--- src/rtl/sq_accum_pkg.sv ---
package sq_accum_pkg;
  localparam int PIX_W = 8;
  localparam int ACC_W = 16;
  localparam int ACC_MAX = 65280;  // 255*255 + 255
  typedef logic [PIX_W-1:0] pix_t;
  typedef logic [ACC_W-1:0] acc_t;
endpackage

--- src/rtl/sq_accum_lane.sv ---
module sq_accum_lane
  import sq_accum_pkg::*;
(
  input  logic clk_i,
  input  logic rst_ni,
  input  logic en_i,
  input  pix_t a_i,
  input  pix_t b_i,
  output acc_t y_o
);
  acc_t sq_q;
  pix_t b_q;

  // stage 1: square, stage 2: add
  always_ff @(posedge clk_i or negedge rst_ni) begin
    if (!rst_ni) begin
      sq_q <= '0;
      b_q  <= '0;
      y_o  <= '0;
    end else if (en_i) begin
      sq_q <= acc_t'(a_i) * acc_t'(a_i);
      b_q  <= b_i;
      y_o  <= sq_q + acc_t'(b_q);
    end
  end
endmodule

--- src/rtl/sq_accum_frame_cnt.sv ---
module sq_accum_frame_cnt #(
  parameter  int NPC      = 1,
  parameter  int MAX_ROWS = 1080,
  parameter  int MAX_COLS = 1920,
  localparam int ROW_W    = $clog2(MAX_ROWS + 1),
  localparam int COL_W    = $clog2(MAX_COLS + 1),
  localparam int SH       = $clog2(NPC)
) (
  input  logic             clk_i,
  input  logic             rst_ni,
  input  logic             step_i,
  input  logic [ROW_W-1:0] rows_i,
  input  logic [COL_W-1:0] cols_i,
  output logic             last_o
);
  logic [COL_W-1:0] bpr, col_q;
  logic [ROW_W-1:0] row_q;
  logic             col_end, row_end;

  assign bpr     = cols_i >> SH;
  assign col_end = (col_q == bpr - COL_W'(1));
  assign row_end = (row_q == rows_i - ROW_W'(1));
  assign last_o  = col_end && row_end;

  always_ff @(posedge clk_i or negedge rst_ni) begin
    if (!rst_ni) begin
      col_q <= '0;
      row_q <= '0;
    end else if (step_i) begin
      if (col_end) begin
        col_q <= '0;
        row_q <= row_end ? '0 : row_q + ROW_W'(1);
      end else begin
        col_q <= col_q + COL_W'(1);
      end
    end
  end
endmodule

--- src/rtl/sq_accum_stream.sv ---
module sq_accum_stream
  import sq_accum_pkg::*;
#(
  parameter  int NPC      = 1,
  parameter  int NCH      = 1,
  parameter  int MAX_ROWS = 1080,
  parameter  int MAX_COLS = 1920,
  localparam int LANES    = NPC * NCH,
  localparam int IN_W     = LANES * PIX_W,
  localparam int OUT_W    = LANES * ACC_W,
  localparam int ROW_W    = $clog2(MAX_ROWS + 1),
  localparam int COL_W    = $clog2(MAX_COLS + 1)
) (
  input  logic             clk_i,
  input  logic             rst_ni,
  input  logic [ROW_W-1:0] rows_i,
  input  logic [COL_W-1:0] cols_i,
  input  logic             a_valid_i,
  input  logic [IN_W-1:0]  a_data_i,
  output logic             a_ready_o,
  input  logic             b_valid_i,
  input  logic [IN_W-1:0]  b_data_i,
  output logic             b_ready_o,
  output logic             y_valid_o,
  output logic [OUT_W-1:0] y_data_o,
  output logic             y_eof_o,
  input  logic             y_ready_i
);
  logic adv, take, last;
  logic s1_v_q, s2_v_q, s1_eof_q, s2_eof_q;

  // whole pipeline moves together; a stalled output freezes both stages
  assign adv       = !s2_v_q || y_ready_i;
  assign take      = a_valid_i && b_valid_i && adv;
  assign a_ready_o = adv && b_valid_i;
  assign b_ready_o = adv && a_valid_i;

  sq_accum_frame_cnt #(
    .NPC     (NPC),
    .MAX_ROWS(MAX_ROWS),
    .MAX_COLS(MAX_COLS)
  ) u_cnt (
    .clk_i (clk_i),
    .rst_ni(rst_ni),
    .step_i(take),
    .rows_i(rows_i),
    .cols_i(cols_i),
    .last_o(last)
  );

  always_ff @(posedge clk_i or negedge rst_ni) begin
    if (!rst_ni) begin
      s1_v_q   <= 1'b0;
      s2_v_q   <= 1'b0;
      s1_eof_q <= 1'b0;
      s2_eof_q <= 1'b0;
    end else if (adv) begin
      s1_v_q   <= take;
      s2_v_q   <= s1_v_q;
      s1_eof_q <= take && last;
      s2_eof_q <= s1_eof_q;
    end
  end

  for (genvar l = 0; l < LANES; l++) begin : g_lane
    sq_accum_lane u_lane (
      .clk_i (clk_i),
      .rst_ni(rst_ni),
      .en_i  (adv),
      .a_i   (a_data_i[l*PIX_W +: PIX_W]),
      .b_i   (b_data_i[l*PIX_W +: PIX_W]),
      .y_o   (y_data_o[l*ACC_W +: ACC_W])
    );
  end

  assign y_valid_o = s2_v_q;
  assign y_eof_o   = s2_eof_q;
endmodule

--- config.mk ---
export PLATFORM = sky130hd
export DESIGN_NAME = sq_accum_stream
export DESIGN_NICKNAME = d
export VERILOG_FILES = /design/src/rtl/sq_accum_pkg.sv /design/src/rtl/sq_accum_lane.sv /design/src/rtl/sq_accum_frame_cnt.sv /design/src/rtl/sq_accum_stream.sv
export SDC_FILE = /design/constraint.sdc
export NUM_CORES = 1
export LEC_CHECK = 0
export BUFFER_PORTS_ARGS = -buffer_cell sky130_fd_sc_hd__buf_2
export CAP_MARGIN = 30
export CORE_UTILIZATION = 25
export DETAILED_ROUTE_END_ITERATION = 12
export GPL_TIMING_DRIVEN = 0
export SYNTH_ARGS = -nofsm -noshare
export SYNTH_HDL_FRONTEND = slang
export SYNTH_SLANG_ARGS = --single-unit
--- constraint.sdc ---
create_clock -name clk_i -period 6.5 [get_ports clk_i]
set_clock_uncertainty 0.1 [all_clocks]
set_input_delay 0 -clock clk_i [delete_from_list [all_inputs] [get_ports clk_i]]
set_output_delay 0 -clock clk_i [all_outputs]
set_load 0.01 [all_outputs]
# ---- After elaboration in Yosys (flattened, before gate mapping)
# Cells that the tools add are included.
dict set report word_totals {
  out_inout_bits 20
  word_cells 28
  input_bits 43
  register_bits 66
}
dict set report op_classes {
  reduce_logical 9
  n_mux 2
  add_sub_neg 5
  n_mul 1
  n_eq_ne 2
}
# operator n
set op_table {}
lappend op_table {{$add 11x1->11 const B} 2}
lappend op_table {{$eq 11x11->1} 2}
lappend op_table {{$mux 11} 2}
lappend op_table {{$sub 11x1->11 const B} 2}
lappend op_table {{$add 16x8->16} 1}
lappend op_table {{$mul 8x8->16} 1}
lappend op_table {{$logic_and 1x1->1} 6}
lappend op_table {{$reduce_and 2->1} 1}
lappend op_table {{$logic_not 1->1} 1}
lappend op_table {{$logic_or 1x1->1} 1}

# ---- Depth between registers and ports, before layout
dict set report depth {
  word_depth 4
  ltp_mapped 18
  ltp_nobuf 17
}

# ---- Cells and area by module
# A second synthesis with hierarchy kept.
dict set report hier_totals {
  cells_unflattened 657
  area_unflattened_um2 5982.0
}
# module n_inst cells_per_inst area_each_um2
set modules_own_cells {}
lappend modules_own_cells {sq_accum_lane 1 389 3702.3}
lappend modules_own_cells {sq_accum_frame_cnt 1 252 2078.2}
lappend modules_own_cells {sq_accum_stream 1 16 201.4}

# ---- Least setup slack after synthesis
# No wires, ideal clock.
dict set report synth_timing {
  path_type {input -> register}
  start {input a_data_i[6]}
  end {register g_lane[0].u_lane.sq_q[14]}
  path_stages 14
  slack_ns 2.465
  path_buffers 1
  arrival_time_ns 3.798
  cell_sequence {clkbuf_1 and2_1 fa_1 fa_1 inv_1 fa_1 fa_1 inv_1 ha_1 o41a_1 a41o_1 o21ai_0 xor2_1 a21oi_1}
}
dict set report synth_via {
  elab_chain_len 1
}
# item line_no
set synth_lines {}
lappend synth_lines {{start, declared} sq_accum_stream.sv:19} ;# input logic [IN_W-1:0] a_data_i,
lappend synth_lines {{$mul 8x8->16} sq_accum_lane.sv:21} ;# sq_q <= acc_t'(a_i) * acc_t'(a_i);
lappend synth_lines {{end signal, assigned} sq_accum_lane.sv:21}
lappend synth_lines {{end, declared} sq_accum_lane.sv:11} ;# acc_t sq_q;
# Every way passes these cells.
# A chain may end at the register's enable or synchronous reset.

# ---- Final worst setup path
dict set report layout_timing {
  start {input a_data_i[0]}
  end {register g_lane[0].u_lane.sq_q[15]}
}
# Same word-level chain as after synthesis.

==> impl_metrics.toml <==
[detailed_routing]
num_vias = 4615
dr.pass1.iters = 4
viasPerCell = 4.551
postRouteAntennaNets = 0
routedWlPerCell_um = 12.53
drtIter0Drc = 147
drc = 0
routed_wl_um = 12710

[sta]
drv_slew = 0
worstMarginPinSlew_ns = 0.8430
clock.fmax_ghz = 0.2203
rsz0062_at_grt = "no"
finalSetupViolations = 0
min_period_ns = 4.539
tns_ns = 0
fin_crit_sh_pct = 69.84
finalHoldViolCount = 0
slew_headroom_pct = 43.80

[hold_path]
hold_class = "in -> reg"

[global_routing]
grt_pass1_vias = 4504
antenna_found_initial = 0
grt_use_total_pct = 11.79
grt_pass1_wl_um = 21290
overflow = 0
grt_max_degree = 66

[worst_setup_path]
critical_path.max_stage_delay_ns = 0.53
critPathKind = "in -> reg"
arrival_ns = 4.70
critPathTopFamily = "adder cells"
start_kind = "input pin"
path_buf_inv = 5
required_ns = 6.66
cpMaxStageDelayCell = "fa_1"
cp_cell_sequence = "dlygate4sd3_1 -> buf_2 -> nand2_1 -> fa_1 -> inv_1 -> fa_1 -> ha_1 -> inv_1 -> fa_1 -> inv_1 -> ha_1 -> a21o_1 -> a21oi_1 -> nor2b_1 -> o41ai_1 -> o21ai_0 -> or4_1 -> nand3_1"
cp_max_fo = 10
endpoint_kind = "register"

[yosys]
synth_edf_count = 0
synth_cells = 648
synth.distinct_cells = 57
synth_area_leaders = "dfrtp_1 (29%), ha_1 (9.5%), fa_1 (9.1%)"
synth_top_cell_by_area = "dfrtp_1"
synth_nets = 758
synth_flop_cell = "dfrtp_1"
ys_seq_area_share_pct = 29.43
yosys_warnings = 0
synth_area_um2 = 5528
synth_seq_cells = 65
syn_area_per_cell_um2 = 8.531
synth_top_area_share_pct = 29.43
ys_async_sr_fraction_pct = 100.0

[clock_network]
cts_setup_buffers = 0
cts_resized = 0
cts_tree = "built"
hold_buffers = 10
htree_levels = 3
clkSinkCount = 65
clockBufferDepth = 2
cts_root_buffer = "clkbuf_16"
clk_pin_slew_worst_paths_ns = 0.05
clock_latency_ns = 0.33
cts_buffers = 9

[die]
pin_count = 63
die_h_um = 150.7
die_w_um = 150.7
die_area_um2 = 22710
start_util_pct = 25.41
std_cell_rows = 54
coreArea_um2 = 21760

[placed_design]
dp_hpwl_um = 9866
gp_congestion = 0.8407
placed_cells = 989
io_buffers = 61

[final_layout]
post-route-util_pct = 30.33
area_growth_pct = 19.35
nets = 840
mostFrequentLayoutCell = "nand2_1"
n_antenna_cell = 0
drive_above_1_share_pct = 11.31
final_cell_mix = "nand2_1 (98), dfrtp_1 (65), buf_2 (61), inv_1 (55), ha_1 (42)"
fillers = 2378
layout.cells.non_filler = 1014

[power_and_ir_drop]
p_total_mw = 1.940
max-vdd-ir-drop_uv = 141.8
power_leakage_nw = 3.069
power_density_nw_per_um2 = 294.0

[outcome]
outcome = "complete, no violations"

[run]
cap_violations = 0
## cell usage after synthesis (11+ instances only)
master and count:
a21oi_1 31, xor2_1 26, nand2b_1 11, o21ai_0 31, nor2_1 38, nor3_1 14, inv_1 55, xnor2_1 30
clkbuf_1 24, nand2_1 98, nand3_1 22, dfrtp_1 65, and2_1 22, fa_1 25, ha_1 42
## state kept, by name, summed over array words and instances (netlist names)
register            count
g_lane.u_lane.b_q       8
y_eof_o                 1
y_valid_o               1
u_cnt.row_q            11
s1_v_q                  1
u_cnt.col_q            11
s1_eof_q                1
g_lane.u_lane.y_o      16
g_lane.u_lane.sq_q     15
## cells by family after synthesis
logic type               share of synthesized area [%]
multiplexers                                    0.3848
flip-flops                                       29.43
adder cells (fa/ha/maj)                          18.56
XOR/XNOR                                         8.873
AO/OA/AOI/OAI                                    14.03
AND/OR/NAND/NOR                                  23.27
buffers and inverters                            5.455
## through the flow
step | setup WS [ns] | instance area, um2 | hold slack (ns)
floorplan | 2.465 | 5528 | -0.3956
global placement | 1.892 | 6183 | 0.1041
detailed placement | 1.889 | 6186 | 0.07715
CTS | 1.931 | 6598 | 0.01491
global route | 1.501 | 6598 | 0.07021
finish | 1.961 | 6598 | 0.04296
## per-layer routing
| layer | GRT usage (%) | share of wire, % | up-vias |
|---|---|---|---|
| met4 | 2.850 | 0.82 | 0 |
| met2 | 20.30 | 47 | 53 |
| met5 | 0 | 0 | - |
| met1 | 15.48 | 50 | 2180 |
| met3 | 1.636 | 2.6 | 5 |
| li1 | - | - | 2377 |
## tightest hold or removal path, delay by kind of cell
kind                   cells  cell delay (ns)
buffers and inverters      1             0.15
and+or+nand+nor            3             0.27
## cell type report
type	count	area [um2]	share of cell area, %
buffer	25	95.09	1.441
clock buffer	12	246.5	3.736
clock inverter	3	65.06	0.9862
inverter	55	206.4	3.129
multi-input combinational	503	3600	54.56
sequential	65	1627	24.65
tap	280	350.3	5.310
timing repair buffer	71	407.9	6.182
## where the power goes
group	total (mW)	switching (mW)	internal (mW)	leakage (nW)
Combinational	0.836	0.469	0.367	2.15
Clock	0.513	0.169	0.344	0.153
Sequential	0.591	0.0812	0.510	0.769
## worst paths after layout
| kind | cells past startpoint | slack [ns] | start | to |
|---|---|---|---|---|
| worst max-delay path | 18 | 1.96 | a_data_i[0] | g_lane[0].u_lane.sq_q[15] |
| worst min-delay path | 4 | 0.04 | a_data_i[7] | g_lane[0].u_lane.sq_q[15] |
| worst max register to register | 8 | 3.75 | y_valid_o | u_cnt.row_q[2] |
| worst min register to register | 2 | 0.36 | y_eof_o | y_eof_o |
| max in group asynchronous | 2 | 5.51 | rst_ni | g_lane[0].u_lane.sq_q[13] |
| min in group asynchronous | 2 | 0.23 | rst_ni | u_cnt.row_q[3] |
No activity file was read; power rests on OpenSTA's default activity.
